===== src/rtl/uart_irq_pkg.sv =====
package uart_irq_pkg;

    localparam int MASK_W   = 8;

    // mask register bit positions
    localparam int MB_RXRDY = 0;
    localparam int MB_THRE  = 1;
    localparam int MB_LERR  = 2;
    localparam int MB_MDLT  = 3;
    localparam int MB_SLEEP = 4;
    localparam int MB_XOFF  = 5;
    localparam int MB_RTS   = 6;
    localparam int MB_CTS   = 7;

    // event flag positions on the status port
    localparam int EV_XOFF  = 0;
    localparam int EV_RTS   = 1;
    localparam int EV_CTS   = 2;
    localparam int EV_NUM   = 3;

    // number of synchronised pins watched for rising edges
    localparam int PIN_NUM  = 2;

    typedef enum logic [1:0] {
        EDGE_INIT = 2'd0,
        EDGE_LOW  = 2'd1,
        EDGE_HIGH = 2'd2
    } edge_state_e;

    typedef enum logic {
        FLAG_IDLE = 1'b0,
        FLAG_SET  = 1'b1
    } flag_state_e;

endpackage


===== src/rtl/pin_rise_fsm.sv =====
module pin_rise_fsm
    import uart_irq_pkg::*;
#(
    parameter int SYNC_STAGES = 2
) (
    input  logic clk,
    input  logic rst_n,
    input  logic pin,
    output logic rise
);

    localparam int CNT_W = $clog2(SYNC_STAGES + 1);
    localparam logic [CNT_W-1:0] FILL_DONE = CNT_W'(SYNC_STAGES);

    logic [SYNC_STAGES-1:0] sync_q;
    logic                   lvl;
    logic [CNT_W-1:0]       fill_q;
    edge_state_e            state_q, state_d;

    // synchroniser chain
    always_ff @(posedge clk or negedge rst_n) begin
        if (!rst_n) begin
            sync_q <= '0;
        end else begin
            sync_q <= {sync_q[SYNC_STAGES-2:0], pin};
        end
    end

    assign lvl = sync_q[SYNC_STAGES-1];

    // counts edges until the chain holds a sample taken after reset
    always_ff @(posedge clk or negedge rst_n) begin
        if (!rst_n) begin
            fill_q <= '0;
        end else if (state_q == EDGE_INIT && fill_q != FILL_DONE) begin
            fill_q <= fill_q + 1'b1;
        end
    end

    // state register
    always_ff @(posedge clk or negedge rst_n) begin
        if (!rst_n) begin
            state_q <= EDGE_INIT;
        end else begin
            state_q <= state_d;
        end
    end

    // next state
    always_comb begin
        state_d = state_q;
        unique case (state_q)
            EDGE_INIT: begin
                if (fill_q == FILL_DONE) begin
                    state_d = lvl ? EDGE_HIGH : EDGE_LOW;
                end
            end
            EDGE_LOW: begin
                if (lvl) begin
                    state_d = EDGE_HIGH;
                end
            end
            EDGE_HIGH: begin
                if (!lvl) begin
                    state_d = EDGE_LOW;
                end
            end
            default: state_d = EDGE_INIT;
        endcase
    end

    // outputs
    always_comb begin
        rise = 1'b0;
        unique case (state_q)
            EDGE_INIT: rise = 1'b0;
            EDGE_LOW:  rise = lvl;
            EDGE_HIGH: rise = 1'b0;
            default:   rise = 1'b0;
        endcase
    end

    // a rise is a single-cycle pulse
    p_rise_single_r6: assert property (@(posedge clk) disable iff (!rst_n)
        rise |=> !rise);

    // no rise is reported before the chain has filled
    p_no_rise_in_init_r6: assert property (@(posedge clk) disable iff (!rst_n)
        (state_q == EDGE_INIT) |-> !rise);

endmodule


===== src/rtl/sticky_flag.sv =====
module sticky_flag
    import uart_irq_pkg::*;
(
    input  logic clk,
    input  logic rst_n,
    input  logic set,
    input  logic clr,
    output logic flag
);

    flag_state_e state_q, state_d;

    always_ff @(posedge clk or negedge rst_n) begin
        if (!rst_n) begin
            state_q <= FLAG_IDLE;
        end else begin
            state_q <= state_d;
        end
    end

    always_comb begin
        state_d = state_q;
        unique case (state_q)
            FLAG_IDLE: if (set)         state_d = FLAG_SET;
            FLAG_SET:  if (clr && !set) state_d = FLAG_IDLE;
            default:                    state_d = FLAG_IDLE;
        endcase
    end

    always_comb begin
        flag = (state_q == FLAG_SET);
    end

    p_set_wins_r9: assert property (@(posedge clk) disable iff (!rst_n)
        set |=> flag);

    p_clear_r9: assert property (@(posedge clk) disable iff (!rst_n)
        (clr && !set) |=> !flag);

    p_hold_r8: assert property (@(posedge clk) disable iff (!rst_n)
        (flag && !clr) |=> flag);

endmodule


===== src/rtl/irq_mask_combine.sv =====
module irq_mask_combine
    import uart_irq_pkg::*;
#(
    parameter int ERR_W   = 4,
    parameter int DELTA_W = 4
) (
    input  logic                clk,
    input  logic                rst_n,
    input  logic [MASK_W-1:0]   mask,
    input  logic [ERR_W-1:0]    line_err,
    input  logic [DELTA_W-1:0]  modem_delta,
    input  logic                thr_empty,
    input  logic                rx_ready,
    input  logic [EV_NUM-1:0]   evt_flags,
    output logic                irq
);

    logic [MASK_W-1:0] cause;
    logic              irq_d;
    logic              irq_q;

    always_comb begin
        cause            = '0;
        cause[MB_RXRDY]  = rx_ready;
        cause[MB_THRE]   = thr_empty;
        cause[MB_LERR]   = |line_err;
        cause[MB_MDLT]   = |modem_delta;
        cause[MB_SLEEP]  = 1'b0;
        cause[MB_XOFF]   = evt_flags[EV_XOFF];
        cause[MB_RTS]    = evt_flags[EV_RTS];
        cause[MB_CTS]    = evt_flags[EV_CTS];
        irq_d            = |(cause & mask);
    end

    always_ff @(posedge clk or negedge rst_n) begin
        if (!rst_n) begin
            irq_q <= 1'b0;
        end else begin
            irq_q <= irq_d;
        end
    end

    assign irq = irq_q;

    // an asserted interrupt always had some mask bit set a cycle before
    p_irq_needs_mask_r12: assert property (@(posedge clk) disable iff (!rst_n)
        irq |-> $past(mask != '0));

    // a line error with its mask bit armed raises the interrupt next cycle
    p_line_err_r3: assert property (@(posedge clk) disable iff (!rst_n)
        (mask[MB_LERR] && (line_err != '0)) |=> irq);

endmodule


===== src/rtl/uart_irq_ctrl.sv =====
module uart_irq_ctrl
    import uart_irq_pkg::*;
#(
    parameter int SYNC_STAGES = 2,
    parameter int ERR_W       = 4,
    parameter int DELTA_W     = 4
) (
    input  logic               clk,
    input  logic               rst_n,
    input  logic               mask_wr,
    input  logic [7:0]         mask_wdata,
    output logic [7:0]         mask_rdata,
    input  logic [ERR_W-1:0]   line_err,
    input  logic [DELTA_W-1:0] modem_delta,
    input  logic               thr_empty,
    input  logic               rx_ready,
    input  logic               xoff_rx,
    input  logic               cts_pin,
    input  logic               rts_pin,
    input  logic               evt_rd,
    output logic [2:0]         evt_status,
    output logic               irq,
    output logic               sleep_req
);

    localparam logic [MASK_W-1:0] SLEEP_ONLY = MASK_W'(1) << MB_SLEEP;

    logic [MASK_W-1:0]  mask_q;
    logic [PIN_NUM-1:0] pins;
    logic [PIN_NUM-1:0] pin_rise;
    logic [EV_NUM-1:0]  evt_set;
    logic [EV_NUM-1:0]  evt_flags;

    // mask register
    always_ff @(posedge clk or negedge rst_n) begin
        if (!rst_n) begin
            mask_q <= '0;
        end else if (mask_wr) begin
            mask_q <= mask_wdata;
        end
    end

    assign mask_rdata = mask_q;

    // pin edge detectors: index 0 watches RTS, index 1 watches CTS
    assign pins = {cts_pin, rts_pin};

    for (genvar gi = 0; gi < PIN_NUM; gi++) begin : g_pin
        pin_rise_fsm #(
            .SYNC_STAGES(SYNC_STAGES)
        ) u_rise (
            .clk  (clk),
            .rst_n(rst_n),
            .pin  (pins[gi]),
            .rise (pin_rise[gi])
        );
    end

    always_comb begin
        evt_set          = '0;
        evt_set[EV_XOFF] = xoff_rx;
        evt_set[EV_RTS]  = pin_rise[0];
        evt_set[EV_CTS]  = pin_rise[1];
    end

    for (genvar gf = 0; gf < EV_NUM; gf++) begin : g_flag
        sticky_flag u_flag (
            .clk  (clk),
            .rst_n(rst_n),
            .set  (evt_set[gf]),
            .clr  (evt_rd),
            .flag (evt_flags[gf])
        );
    end

    assign evt_status = evt_flags;

    irq_mask_combine #(
        .ERR_W  (ERR_W),
        .DELTA_W(DELTA_W)
    ) u_comb (
        .clk        (clk),
        .rst_n      (rst_n),
        .mask       (mask_q),
        .line_err   (line_err),
        .modem_delta(modem_delta),
        .thr_empty  (thr_empty),
        .rx_ready   (rx_ready),
        .evt_flags  (evt_flags),
        .irq        (irq)
    );

    assign sleep_req = mask_q[MB_SLEEP] & ~irq;

    p_mask_load_r2: assert property (@(posedge clk) disable iff (!rst_n)
        mask_wr |=> (mask_rdata == $past(mask_wdata)));

    p_sleep_bit_quiet_r11: assert property (@(posedge clk) disable iff (!rst_n)
        (mask_q == SLEEP_ONLY) |=> !irq);

    p_xoff_latch_r5: assert property (@(posedge clk) disable iff (!rst_n)
        xoff_rx |=> evt_status[EV_XOFF]);

endmodule


===== config.mk =====
export PLATFORM = sky130hd
export DESIGN_NAME = uart_irq_ctrl
export DESIGN_NICKNAME = d
export VERILOG_FILES = /design/src/rtl/uart_irq_pkg.sv /design/src/rtl/pin_rise_fsm.sv /design/src/rtl/sticky_flag.sv /design/src/rtl/irq_mask_combine.sv /design/src/rtl/uart_irq_ctrl.sv
export SDC_FILE = /design/constraint.sdc
export NUM_CORES = 1
export LEC_CHECK = 0
export ABC_CLOCK_PERIOD_IN_PS = 1200
export BUFFER_PORTS_ARGS = -buffer_cell sky130_fd_sc_hd__buf_4
export CORE_MARGIN = 2
export CORE_UTILIZATION = 41
export CTS_CLUSTER_DIAMETER = 100
export DETAILED_ROUTE_END_ITERATION = 10
export HOLD_SLACK_MARGIN = 0.02
export PLACE_DENSITY_LB_ADDON = 0.12
export SYNTH_ARGS = -nofsm -noshare
export SYNTH_HDL_FRONTEND = slang
export SYNTH_SLANG_ARGS = --single-unit
export TNS_END_PERCENT = 1

===== constraint.sdc =====
create_clock -name clk -period 1.2 [get_ports clk]
set_input_delay 0.24 -clock clk [delete_from_list [all_inputs] [get_ports clk]]
set_output_delay 0.24 -clock clk [all_outputs]
set_load 0.05 [all_outputs]

# Word level (Yosys, flattened, before mapping)
# Index checks and enable logic that the tools add are counted.
[totals]
out_inout_bits = 13
inputBits = 25
regBits = 24
wordCells = 69
[classes]
mux = 21
bitwise = 6
n_addsub = 2
reduce_logical = 15
eq_ne = 14
[op_table]
columns = ["operator", "count"]
rows = [
  ["two-way mux 2 bit", 8],
  ["inequality test 2 bit (second input constant)", 6],
  ["case mux 2 bit (3 select lines)", 2],
  ["bitwise AND 8 bit", 1],
  ["== test 2 bit (second input constant)", 4],
  ["two-way mux 1 bit", 8],
  ["OR reduction 4 bit", 2],
  ["OR reduction 8 bit", 1],
  ["case mux 1 bit (2 select lines)", 3],
  ["AND reduction 3 bit", 2],
  ["logical AND 1 bit", 5],
  ["adder 2 x 1 -> 2 bit (second input constant)", 2],
  ["== test 2 x 1 -> 1 bit (second input constant)", 2],
  ["logical NOT 2 bit", 2],
  ["inequality test 2 x 1 -> 1 bit (second input constant)", 2],
  ["NOT 1 bit", 4],
  ["logical NOT 1 bit", 3],
  ["bitwise AND 1 bit", 1],
]

# Logic depth before layout (Yosys ltp)
[depth]
ltp_word = 6
ltp_mapped = 5
mapped_depth_nobuf = 5

# Hierarchy
# From an unflattened synthesis, not the netlist that was laid out.
[hier_totals]
cells_unflattened = 70
hier_area_um2 = 964.7
[by_module_without_submodules]
columns = ["module", "area_each_um2", "n_inst", "cells_per_inst"]
rows = [
  ["pin_rise_fsm", 224.0, 2, 18],
  ["uart_irq_ctrl", 337.8, 1, 18],
  ["sticky_flag", 36.3, 3, 3],
  ["irq_mask_combine", 70.1, 1, 7],
]

# Worst setup path before layout
# Ideal clock, no wire load.
[synth_timing]
path_type = "register -> output"
startpoint = "register mask_q[4] (netlist: mask_rdata[4])"
endpoint = "output port sleep_req"
path_stages_with_launch = 2
path_slack_ps = -438
t_arrival_ps = 1398
cell_sequence = "dfrtp_1 > nor2b_1"
[synth_via]
elab_chain_len = 1
[synth_lines]
columns = ["item", "line_no", "rtl"]
rows = [
  ["start: declaration", "uart_irq_ctrl.sv:28", "logic [MASK_W-1:0] mask_q;"],
  ["start signal: assignment", "uart_irq_ctrl.sv:39", "mask_q <= mask_wdata;"],
  ["bitwise AND 1 bit", "uart_irq_ctrl.sv:93", "assign sleep_req = mask_q[MB_SLEEP] & ~irq;"],
  ["end: declaration", "uart_irq_ctrl.sv:23", "output logic sleep_req"],
]
# No other way between the ends.

# Worst setup path after layout
# Same ends and word-level chain as after synthesis.

==> qor.tcl <==
set qor(finalWirelength_mm) 1.74
set qor(routed_wire_length_per_instance_microns) 12.7
set qor(failing_checks) {negative setup slack}
set qor(p_leak_uw) 0.000644
set qor(power.density_cell_area_nw_per_um2) 1360
set qor(grt_antenna_before_repair) 0
set qor(synth-seq-cells) 24
set qor(drt_first_pass_iters) 4
set qor(final_cell_count_no_fill) 137
set qor(critical_path_arrival_ns) 1.00
set qor(core.rowCount) 17
set qor(start_kind) {flop}
set qor(min-delay-start) {xoff_rx}
set qor(critPathKind) {flop to output pin}
set qor(grt_overflow_total) 0
set qor(ys.warnings.count) 0
set qor(clkPwrFrac_pct) 30.4
set qor(fin_ws_ns) -0.0433
set qor(htree_levels) 1
set qor(fraction_of_power_consumed_by_combinational_cells_pct) 20.4
set qor(layout.core_utilization_pct) 63.0
set qor(floorplan.initialDensity_pct) 42.8
set qor(clock-sinks) 24
set qor(peakVddDrop_v) 0.000817
set qor(cpLargestDelayFamily) {flip-flops}
set qor(grtUsageTotal_pct) 15.8
set qor(post_synth_inst_count) 67
set qor(max_cap_check_violation_count) 0
set qor(cts_tree) {built}
set qor(timing.critical_path.slowest_stage_cell) {sky130_fd_sc_hd__dfrtp_2}
set qor(holdPathStages) 2
set qor(ff2ff_path_depth) 5
set qor(post_cts.repair.setup_buffers) 0
set qor(hold_path_end) {g_flag[0].u_flag.flag$_DFF_PN0_}
set qor(core_sq_um) 2170
set qor(remaining_drc_errors) 0
set qor(largest_net_degree_at_the_start_of_global_routing) 25
set qor(setup_viol) 1
set qor(cp.required_ns) 0.96
set qor(grt_pass1_wl_mm) 2.99
set qor(avgSynthCellArea_sq_um) 13.9
set qor(timing.critical_path.buf_inv) 1
set qor(num_vias) 663
set qor(cts-buffers-inserted) 3
set qor(yosysSeqAreaShare_pct) 64.6
set qor(finalWeightedCongestion) 0.609
set qor(rr_endpoint) {g_pin[0].u_rise.fill_q[1]$_DFFE_PN0P_}
set qor(vias_in_the_first_global_route) 727
set qor(synthToLayoutAreaGrowth_pct) 47.1
set qor(intPower_uw) 1370
set qor(worst_clock_skew_ns) 0.00521
set qor(timing_hold_violations_final) 0
set qor(hpwlAfterDp_mm) 1.36
set qor(cts.reportedPaths.clkPinSlew_ns) 0.13
set qor(crit_path_end_kind) {output pin}
set qor(clk_root_buffer_cell) {sky130_fd_sc_hd__clkbuf_4}
set qor(drtIter0Drc) 9
set qor(drt-vias-per-instance) 4.84
set qor(power.total_uw) 1850
set qor(pin_count) 38
set qor(insertedDiodeCount) 0
set qor(crit_path_max_fanout) 3
set qor(drive_gt1_share_pct) 48.6
set qor(post-route-period-util_pct) 104
set qor(numnets_final) 137
set qor(slowest_delay_ns) 0.43
set qor(min_period_ns) 1.24
set qor(power.share.sequential_pct) 49.2
set qor(hold_path.class) {primary input to flop}
set qor(max_freq_mhz) 804
set qor(r2r-start) {g_pin[0].u_rise.fill_q[0]$_DFFE_PN0P_}
set qor(die_w_microns) 51.6
set qor(timing_max_transition_violations_final) 0
set qor(netSwitchingFraction_pct) 26.2
set qor(critical_path.cell_chain) {nor2b_4 > buf_6}
set qor(die_h_microns) 51.6
set qor(bufs_on_longest_clock_path) 2
set qor(worstSkewPairLatency_ns) 0.31
set qor(antenna_left) 0
set qor(run_status) {finished, violations left}
set qor(synth.distinct_cells) 21
set qor(maxSlewHeadroom_pct) 78.2
set qor(netlist_area_sq_um) 930
set qor(synth.net_count) 94
set qor(worst-slew-pin-transition_ns) 0.327
set qor(place.detailed.instances) 130
set qor(grt_setup_unrepaired) {yes}
set qor(setup_tns_ns) -0.0433
set qor(switchingPower_uw) 486
set qor(hold_slack_ns) 0.102
set qor(worst-r2r-setup-slack_ns) 0.07
set qor(placement.io_buffers) 37
set qor(die_area_sq_um) 2660
[cell usage in the layout, fill, tap and decap left out, types with 3 or more instances in the layout]
cell type                       Yosys  routed
sky130_fd_sc_hd__buf_4              3      30
sky130_fd_sc_hd__buf_6              0       9
sky130_fd_sc_hd__clkbuf_4           0       3
sky130_fd_sc_hd__dfrtp_1           24      23
sky130_fd_sc_hd__dlygate4sd3_1      0       3
sky130_fd_sc_hd__inv_1              6       6
sky130_fd_sc_hd__mux2_1             3       3
sky130_fd_sc_hd__mux2_2             5       5
[flip-flops by register name, indices dropped and copies added, names as in the netlist]
signal / flops
mask_rdata: 8
g_flag.u_flag.flag: 3
u_comb.irq: 1
g_pin.u_rise.sync_q: 4
g_pin.u_rise.state_q: 4
g_pin.u_rise.fill_q: 4
[power by group through the flow]
| stage | Sequential [uW] | Combinational, uW | Clock, uW |
|---|---|---|---|
| 6_report | 913 | 378 | 564 |
| 5_1_grt | 920 | 399 | 629 |
| 2_1_floorplan | 1020 | 114 | 0 |
| 3_3_place_gp | 920 | 354 | 0 |
| 3_5_place_dp | 924 | 357 | 0 |
| 4_1_cts | 910 | 373 | 592 |
[worst register-to-register path: stages, from the launching register on]
cell and delay (ns):
sky130_fd_sc_hd__dfrtp_1 0.35, sky130_fd_sc_hd__inv_1 0.06, sky130_fd_sc_hd__ha_2 0.18, sky130_fd_sc_hd__nor3_2 0.14, sky130_fd_sc_hd__buf_4 0.15, sky130_fd_sc_hd__mux2i_1 0.17
[how the worst max path moves through the flow]
stage / from / to / slack (ns) / cells past startpoint
floorplan: g_pin[0].u_rise.fill_q[0]$_DFFE_PN0P_ / g_pin[0].u_rise.state_q[1]$_DFFE_PN0P_ / 0.007 / 5
global route: u_comb.irq$_DFF_PN0_ / sleep_req / -0.11 / 2
global placement: line_err[1] / u_comb.irq$_DFF_PN0_ / -0.07 / 4
CTS: u_comb.irq$_DFF_PN0_ / sleep_req / -0.06 / 2
detailed placement: line_err[1] / u_comb.irq$_DFF_PN0_ / -0.08 / 4
finish: mask_rdata[4]$_DFFE_PN0P_ / sleep_req / -0.04 / 2
[logic make-up (layout without fill, tap and decap cells)]
logic type / Yosys count / count (layout) / share of synthesized area [%]
AOI/OAI and AO/OA: 8 / 8 / 6.60
xor gates and xnor gates: 2 / 2 / 1.88
adders and majority gates: 2 / 2 / 2.69
buffers and inverters: 10 / 52 / 5.38
DFF: 24 / 24 / 64.6
muxes: 10 / 10 / 11.8
and+or+nand+nor: 11 / 11 / 7.00
[synth_stat cells]
| library cell | n | area share (%) |
|---|---|---|
| sky130_fd_sc_hd__dfrtp_1 | 24 | 65 |
| sky130_fd_sc_hd__inv_1 | 6 | 2.4 |
| sky130_fd_sc_hd__mux2_2 | 5 | 6.1 |
| sky130_fd_sc_hd__buf_4 | 3 | 2.4 |
| sky130_fd_sc_hd__mux2_1 | 3 | 3.6 |
| sky130_fd_sc_hd__nor2b_1 | 3 | 2.0 |
| sky130_fd_sc_hd__a21oi_1 | 2 | 1.1 |
| sky130_fd_sc_hd__a22oi_1 | 2 | 1.6 |
| sky130_fd_sc_hd__and2_1 | 2 | 1.3 |
| sky130_fd_sc_hd__ha_1 | 2 | 2.7 |
| sky130_fd_sc_hd__mux2i_1 | 2 | 2.2 |
| sky130_fd_sc_hd__nor3_1 | 2 | 1.1 |
| sky130_fd_sc_hd__or4_1 | 2 | 1.6 |
| sky130_fd_sc_hd__xnor2_1 | 2 | 1.9 |
| sky130_fd_sc_hd__a21o_1 | 1 | 0.81 |
| sky130_fd_sc_hd__a222oi_1 | 1 | 1.1 |
| sky130_fd_sc_hd__a32o_1 | 1 | 1.1 |
| sky130_fd_sc_hd__buf_2 | 1 | 0.54 |
| sky130_fd_sc_hd__nand2_1 | 1 | 0.40 |
| sky130_fd_sc_hd__nand3_1 | 1 | 0.54 |
| sky130_fd_sc_hd__o2bb2ai_1 | 1 | 0.94 |
[routing by layer]
layer	global-route usage, %	wire [microns]	up-vias
met3	3.74	108	2
li1	-	-	315
met5	0	0	-
met2	30.1	970	23
met1	15.7	646	323
met4	7.89	10	0
[what timing repair did]
item / in CTS / in global routing
resized for setup: 5 / 7
setup endpoints to repair: 5 / 16
hold buffers: 3 / 0
hold endpoints to repair: 26 / 0
cloned: 0 / 0
[through the flow]
stage	instance area, sq um	setup WS (ns)
floorplan	938	0.00662
global placement	1240	-0.0709
detailed placement	1240	-0.0786
CTS	1340	-0.0638
global route	1370	-0.107
finish	1370	-0.0433
[layout make-up]
class,instances,area [sq um]
clock buffer,3,22.5
fill,176,802
inverter,6,22.5
clock inverter,1,30.0
sequential,24,602
tap,28,35.0
timing repair buffer,42,357
multi-input combinational,33,299
Power figures use the tool's default switching activity.
